## config.mk

```make
export PLATFORM = sky130hd
export DESIGN_NAME = sdram_col_seq
export DESIGN_NICKNAME = d
export VERILOG_FILES = /design/src/rtl/sdram_seq_pkg.sv /design/src/rtl/seq_mode_reg.sv /design/src/rtl/seq_burst_ctr.sv /design/src/rtl/seq_read_pipe.sv /design/src/rtl/sdram_col_seq.sv
export SDC_FILE = /design/constraint.sdc
export NUM_CORES = 1
export LEC_CHECK = 0
export BUFFER_PORTS_ARGS = -buffer_cell sky130_fd_sc_hd__buf_2
export CORE_ASPECT_RATIO = 1.75
export CORE_MARGIN = 3
export CORE_UTILIZATION = 49
export CTS_BUF_LIST = sky130_fd_sc_hd__clkbuf_4
export DETAILED_ROUTE_END_ITERATION = 10
export PLACE_DENSITY = 0.75
export SYNTH_ARGS = -nofsm -noshare
export SYNTH_HDL_FRONTEND = slang
export SYNTH_SLANG_ARGS = --single-unit
```

## constraint.sdc

```tcl
create_clock -name clk -period 3.4 [get_ports clk]
set_input_delay 0.68 -clock clk [delete_from_list [all_inputs] [get_ports clk]]
set_output_delay 0.68 -clock clk [all_outputs]
set_load 0.005 [all_outputs]
```

## src/rtl/sdram_seq_pkg.sv

```systemverilog
package sdram_seq_pkg;

    localparam int MODE_W  = 10;
    localparam int BL_LSB  = 0;
    localparam int ORD_BIT = 3;
    localparam int CL_LSB  = 4;
    localparam int WS_BIT  = 9;
    localparam int BEAT_W  = 3;
    localparam int MAX_CL  = 3;
    localparam int PIPE_D  = MAX_CL - 1;

    typedef struct packed {
        logic [BEAT_W-1:0] len_m1;
        logic              inter;
        logic              cl3;
        logic              wr_single;
    } mode_t;

    function automatic logic [BEAT_W-1:0] len_decode(input logic [2:0] code);
        case (code)
            3'b001:  return 3'd1;
            3'b010:  return 3'd3;
            3'b011:  return 3'd7;
            default: return 3'd0;
        endcase
    endfunction

    function automatic mode_t mode_decode(input logic [MODE_W-1:0] w);
        mode_t m;
        m.len_m1    = len_decode(w[BL_LSB +: 3]);
        m.inter     = w[ORD_BIT];
        m.cl3       = (w[CL_LSB +: 3] != 3'b010);
        m.wr_single = w[WS_BIT];
        return m;
    endfunction

endpackage

```

## src/rtl/seq_mode_reg.sv

```systemverilog
module seq_mode_reg
    import sdram_seq_pkg::*;
(
    input  logic              clk,
    input  logic              rst_n,
    input  logic              load,
    input  logic [MODE_W-1:0] word,
    output mode_t             mode
);

    mode_t mode_d, mode_q;

    always_comb begin
        mode_d = mode_q;
        if (load) begin
            mode_d = mode_decode(word);
        end
    end

    always_ff @(posedge clk or negedge rst_n) begin
        if (!rst_n) begin
            mode_q <= mode_decode('0);
        end else begin
            mode_q <= mode_d;
        end
    end

    assign mode = mode_q;

    assert_latency_load_R1: assert property (@(posedge clk) disable iff (!rst_n)
        load |=> (mode_q.cl3 == ($past(word[CL_LSB +: 3]) != 3'b010)));

endmodule

```

## src/rtl/seq_burst_ctr.sv

```systemverilog
module seq_burst_ctr
    import sdram_seq_pkg::*;
#(
    parameter int COL_W = 9
) (
    input  logic             clk,
    input  logic             rst_n,
    input  logic             cmd_rd,
    input  logic             cmd_wr,
    input  logic             cmd_stop,
    input  logic [COL_W-1:0] col_in,
    input  mode_t            mode,
    output logic [COL_W-1:0] col_addr,
    output logic             col_valid,
    output logic             col_write,
    output logic             rd_beat,
    output logic             flush
);

    localparam int HI_W = COL_W - BEAT_W;

    typedef struct packed {
        logic              active;
        logic              is_wr;
        logic              inter;
        logic [BEAT_W-1:0] len_m1;
        logic [BEAT_W-1:0] beat;
        logic [COL_W-1:0]  start;
    } burst_t;

    burst_t s_d, s_q;

    always_comb begin
        s_d   = s_q;
        flush = 1'b0;
        if (cmd_wr || cmd_rd) begin
            s_d.active = 1'b1;
            s_d.is_wr  = cmd_wr;
            s_d.inter  = mode.inter;
            s_d.len_m1 = (cmd_wr && mode.wr_single) ? '0 : mode.len_m1;
            s_d.beat   = '0;
            s_d.start  = col_in;
            flush      = cmd_wr;
        end else if (cmd_stop) begin
            s_d.active = 1'b0;
            flush      = 1'b1;
        end else if (s_q.active) begin
            if (s_q.beat == s_q.len_m1) begin
                s_d.active = 1'b0;
            end else begin
                s_d.beat = s_q.beat + 1'b1;
            end
        end
    end

    always_ff @(posedge clk or negedge rst_n) begin
        if (!rst_n) begin
            s_q <= '0;
        end else begin
            s_q <= s_d;
        end
    end

    logic [BEAT_W-1:0] low_start, low_seq, low_int, low_sel;

    always_comb begin
        low_start = s_q.start[BEAT_W-1:0];
        low_seq   = ((low_start + s_q.beat) & s_q.len_m1) | (low_start & ~s_q.len_m1);
        low_int   = low_start ^ s_q.beat;
        low_sel   = s_q.inter ? low_int : low_seq;
    end

    generate
        if (HI_W > 0) begin : g_hi
            assign col_addr = {s_q.start[COL_W-1:BEAT_W], low_sel};
        end else begin : g_lo
            assign col_addr = low_sel[COL_W-1:0];
        end
    endgenerate

    assign col_valid = s_q.active;
    assign col_write = s_q.active & s_q.is_wr;
    assign rd_beat   = s_q.active & ~s_q.is_wr;

    assert_first_beat_R2: assert property (@(posedge clk) disable iff (!rst_n)
        (cmd_rd || cmd_wr) |=> (col_valid && col_addr == $past(col_in)));

    assert_wr_priority_R6: assert property (@(posedge clk) disable iff (!rst_n)
        cmd_wr |=> col_write);

    assert_stop_ends_R7: assert property (@(posedge clk) disable iff (!rst_n)
        (cmd_stop && !cmd_rd && !cmd_wr) |=> !col_valid);

    assert_single_write_R5: assert property (@(posedge clk) disable iff (!rst_n)
        (cmd_wr && mode.wr_single) |=> ##1 (!col_valid || $past(cmd_rd || cmd_wr)));

endmodule

```

## src/rtl/seq_read_pipe.sv

```systemverilog
module seq_read_pipe
    import sdram_seq_pkg::*;
(
    input  logic clk,
    input  logic rst_n,
    input  logic rd_beat,
    input  logic flush,
    input  logic dqm,
    input  logic cl3,
    output logic dq_oe
);

    typedef struct packed {
        logic [PIPE_D-1:0] sh;
        logic [1:0]        mask;
    } pipe_t;

    pipe_t p_d, p_q;
    logic  tap;

    always_comb begin
        p_d      = p_q;
        p_d.mask = {p_q.mask[0], dqm};
        if (flush) begin
            p_d.sh = '0;
        end else if (PIPE_D > 1) begin
            p_d.sh = {p_q.sh[PIPE_D-2:0], rd_beat};
        end else begin
            p_d.sh = rd_beat;
        end
    end

    always_ff @(posedge clk or negedge rst_n) begin
        if (!rst_n) begin
            p_q <= '0;
        end else begin
            p_q <= p_d;
        end
    end

    always_comb begin
        tap   = cl3 ? p_q.sh[PIPE_D-1] : p_q.sh[0];
        dq_oe = tap & ~p_q.mask[1];
    end

    assert_flush_quiet_R10: assert property (@(posedge clk) disable iff (!rst_n)
        flush |=> !dq_oe);

    assert_dqm_mask_R9: assert property (@(posedge clk) disable iff (!rst_n)
        dqm |-> ##2 !dq_oe);

endmodule

```

## src/rtl/sdram_col_seq.sv

```systemverilog
module sdram_col_seq
    import sdram_seq_pkg::*;
#(
    parameter int COL_W = 9
) (
    input  logic             clk,
    input  logic             rst_n,
    input  logic             mode_load,
    input  logic [9:0]       mode_word,
    input  logic             cmd_rd,
    input  logic             cmd_wr,
    input  logic             cmd_stop,
    input  logic [COL_W-1:0] col_in,
    input  logic             dqm,
    output logic [COL_W-1:0] col_addr,
    output logic             col_valid,
    output logic             col_write,
    output logic             wdata_en,
    output logic             dq_oe
);

    mode_t mode;
    logic  rd_beat;
    logic  flush;

    seq_mode_reg u_mode (
        .clk  (clk),
        .rst_n(rst_n),
        .load (mode_load),
        .word (mode_word),
        .mode (mode)
    );

    seq_burst_ctr #(.COL_W(COL_W)) u_burst (
        .clk      (clk),
        .rst_n    (rst_n),
        .cmd_rd   (cmd_rd),
        .cmd_wr   (cmd_wr),
        .cmd_stop (cmd_stop),
        .col_in   (col_in),
        .mode     (mode),
        .col_addr (col_addr),
        .col_valid(col_valid),
        .col_write(col_write),
        .rd_beat  (rd_beat),
        .flush    (flush)
    );

    seq_read_pipe u_pipe (
        .clk    (clk),
        .rst_n  (rst_n),
        .rd_beat(rd_beat),
        .flush  (flush),
        .dqm    (dqm),
        .cl3    (mode.cl3),
        .dq_oe  (dq_oe)
    );

    assign wdata_en = col_write & ~dqm;

    assert_oe_not_on_write_R10: assert property (@(posedge clk) disable iff (!rst_n)
        col_write |-> !dq_oe);

endmodule

```

==> key figures <==
Run status
  – Status: complete, no violations

Die
  – Die X: roughly 47 um
  – I/O pins: 39
  – Number of core rows: 25
  – Die footprint: 3670 um^2
  – CORE AREA: approximately 2800 um^2
  – Die Span Y: 77.9 um
  – Initial Utilization: 52.6%

Clock tree
  – Root buffer cell: clkbuf_4
  – Post-CTS setup buffers: 0
  – Clock sinks: 28
  – TritonCTS clock tree: done
  – Post-CTS Hold Buffers: 0
  – Max Root-Sink Buffers: 2
  – Post-cts sizing count: 0
  – H-tree levels: 1
  – TritonCTS Buffers: 3
  – Clock-pin slew on the worst setup and hold paths: 0.14 ns
  – Clk_lat worst skew: 0.32 ns

Timing
  – Final hold viol count: 0
  – Slew Limit Fails: 0
  – Final setup viols: 0
  – Fin crit share: 82.0%
  – RSZ-0062 raised after global routing: false
  – Setup TNS: 0 ns
  – Worst Hold Slack: ~0.35 ns
  – Worst Tran Pin Value: 0.701 ns
  – Highest clock rate: 359 MHz
  – Worst slew margin: ~53%
  – Min Tclk post-route: 2.79 ns
  – Clock Skew: 0.00498 ns

Yosys
  – Mapped Nets: 155
  – Area contributors post-synth: dfrtp_1 47%, mux2_2 12%, mux2i_1 3.5%, buf_4 3.1%, ha_1 2.6%
  – Post-synth EDFFs: 0
  – Post-synth top area share: 46.6%
  – Top cell type by total area after synthesis: dfrtp_1
  – Sequential share of the synthesized area: 48.4%
  – Count leader, synth: dfrtp_1
  – Synth Cell Area: 1450 um^2
  – Ys async rst share: 100%
  – Yosys warns: 0
  – Syn Area/Cell: between 10 and 15 um^2
  – Commonest cells post-synth: 27 x dfrtp_1, 16 x mux2_2, 7 x nand2_1, 6 x buf_4, 6 x o21ai_0
  – FF+latch count, synth: 28
  – Top FF cell, synth: dfrtp_1
  – Post-synthesis cell count: 125
  – Netlist cell types: 36

Drt
  – Vias per cell: 5.74
  – Routed len/inst: 14.7 um
  – DR iter-0 viols: 9
  – Via count: 1039
  – DRC viols: 0
  – Antenna-violating nets left: 0
  – DR pass1 iterations: 4
  – DRT Wirelength: 2660 um

Placed design
  – Detailed Place HPWL: 2070 um
  – # placed instances: 177
  – Port-buffer cells: 36
  – Placer Congestion: approximately 0.75

Power and ir drop
  – Power per cell area: 430 nW/um^2
  – Total Power: 698 uW
  – Max IR drop VDD: around 270 uV
  – Leakage: around 0.76 nW

Layout
  – Fin nets: 185
  – Post-synthesis to final-layout area growth: 12.2%
  – Non-Filler Instances: 181
  – Fin util: just under 60%
  – ANT cells: 0
  – Fraction of layout cells with a size suffix above 1: 38.3%

Worst setup path
  – Worst Reg-to-Reg Cells: 4
  – Worst Setup Path Type: flip-flop to primary output
  – Critical Path End: col_addr[2]
  – Maximum net fanout on the critical path: 7
  – Worst Setup SP: u_burst.s_q[9]
  – CP Data Arrival Time: around 2.1 ns
  – Worst reg-to-reg setup slack: between 1.5 and 2 ns
  – Worst Path Required: 2.72 ns
  – Nature of the critical path endpoint: primary output
  – FF-to-FF End: u_burst.s_q[11]
  – CP Launch Type: flip-flop
  – Crit Reg-Reg Startpoint: u_burst.s_q[10]

GRT
  – GRT Total Usage: 16.8%
  – First-pass GRT wire length: 4550 um
  – Largest net degree at the start of global routing: 29
  – Grt ovf: 0
  – Antenna violations before repair: 0
  – Vias in the first global route: between 1000 and 1500

Min path
  – Hold crit path type: input port to asynchronous set/reset pin

Flow run
  – Max Cap Violations: 0
## state kept, by name, indices dropped and copies added, names as in the netlist
name               flops
u_burst.s_q            8
u_burst.col_addr       6
u_mode.mode            6
u_burst.low_start      3
u_pipe.p_q             3
u_burst.col_valid      1
u_pipe.p_d             1
## layout make-up
type	count	area, um^2
inverter	3	11.3
timing repair buffer	36	180
clock inverter	1	30.0
sequential	28	702
tap	27	33.8
fill	260	1130
clock buffer	3	22.5
multi-input combinational	83	646
## cells in the final DEF (no fill, tap or decap), types with 2 or more instances in the layout
master    synthesis  routed
dfrtp_1          27      27
nand3b_1          2       2
nor2_1            5       5
nor2b_1           3       3
nand2_1           7       7
xnor2_1           3       3
mux2i_1           5       5
inv_1             3       3
xor2_1            3       3
mux2_2           16      16
clkbuf_4          0       3
nand3_1           5       5
and2_1            2       2
ha_1              3       3
o21ai_0           6       6
nand2b_1          4       4
o311ai_0          2       2
buf_2             1      36
o211ai_1          2       2
a21oi_1           3       3
## layer usage
layer	track usage, %	up-vias	wire length (um)
met5	0	-	0
met4	8.86	0	89
met3	2.55	10	126
met2	31.6	33	1530
met1	15.3	505	913
li1	-	491	-
## critical path, stage by stage, from the launching register on
cell      delay [ns]
dfrtp_1         0.52
ha_1            0.25
fa_1            0.20
or3b_2          0.46
a21oi_1         0.13
nand3b_1        0.11
buf_2           0.12
## worst min path at each step
stage	slack, ns	from	endpoint	cells after the start
after floorplan	0.33	u_pipe.p_d[1]	u_pipe.p_q[1]	0
after global placement	0.34	u_pipe.p_d[1]	u_pipe.p_q[1]	0
after detailed placement	0.34	u_pipe.p_d[1]	u_pipe.p_q[1]	0
after CTS	0.36	rst_n	u_burst.s_q[10]	1
after global routing	0.37	rst_n	u_burst.s_q[10]	1
final	0.35	rst_n	u_burst.col_valid	1
## stage by stage
| stage | worst slack, ns | cell area [um^2] |
|---|---|---|
| 2_1_floorplan | 1.24 | 1450 |
| 3_3_place_gp | 1.06 | 1570 |
| 3_5_place_dp | 1.02 | 1570 |
| 4_1_cts | 0.620 | 1630 |
| 5_1_grt | 0.522 | 1630 |
| 6_report | 0.611 | 1630 |
## power by group
| group | total [mW] | switching (mW) | internal, mW |
|---|---|---|---|
| registers | 0.381 | 0.0234 | 0.358 |
| logic | 0.106 | 0.0491 | 0.0573 |
| clock network | 0.211 | 0.0916 | 0.119 |
| total | 0.698 | 0.164 | 0.534 |
## cell families after synthesis
| logic type | synth area share [%] |
|---|---|
| xor+xnor | 3.63 |
| simple gates | 14.0 |
| buf+inv | 6.99 |
| flops | 48.4 |
| fa+ha+maj | 3.97 |
| mux | 15.9 |
| compound gates | 7.08 |
(Power assumes the default switching activity.)
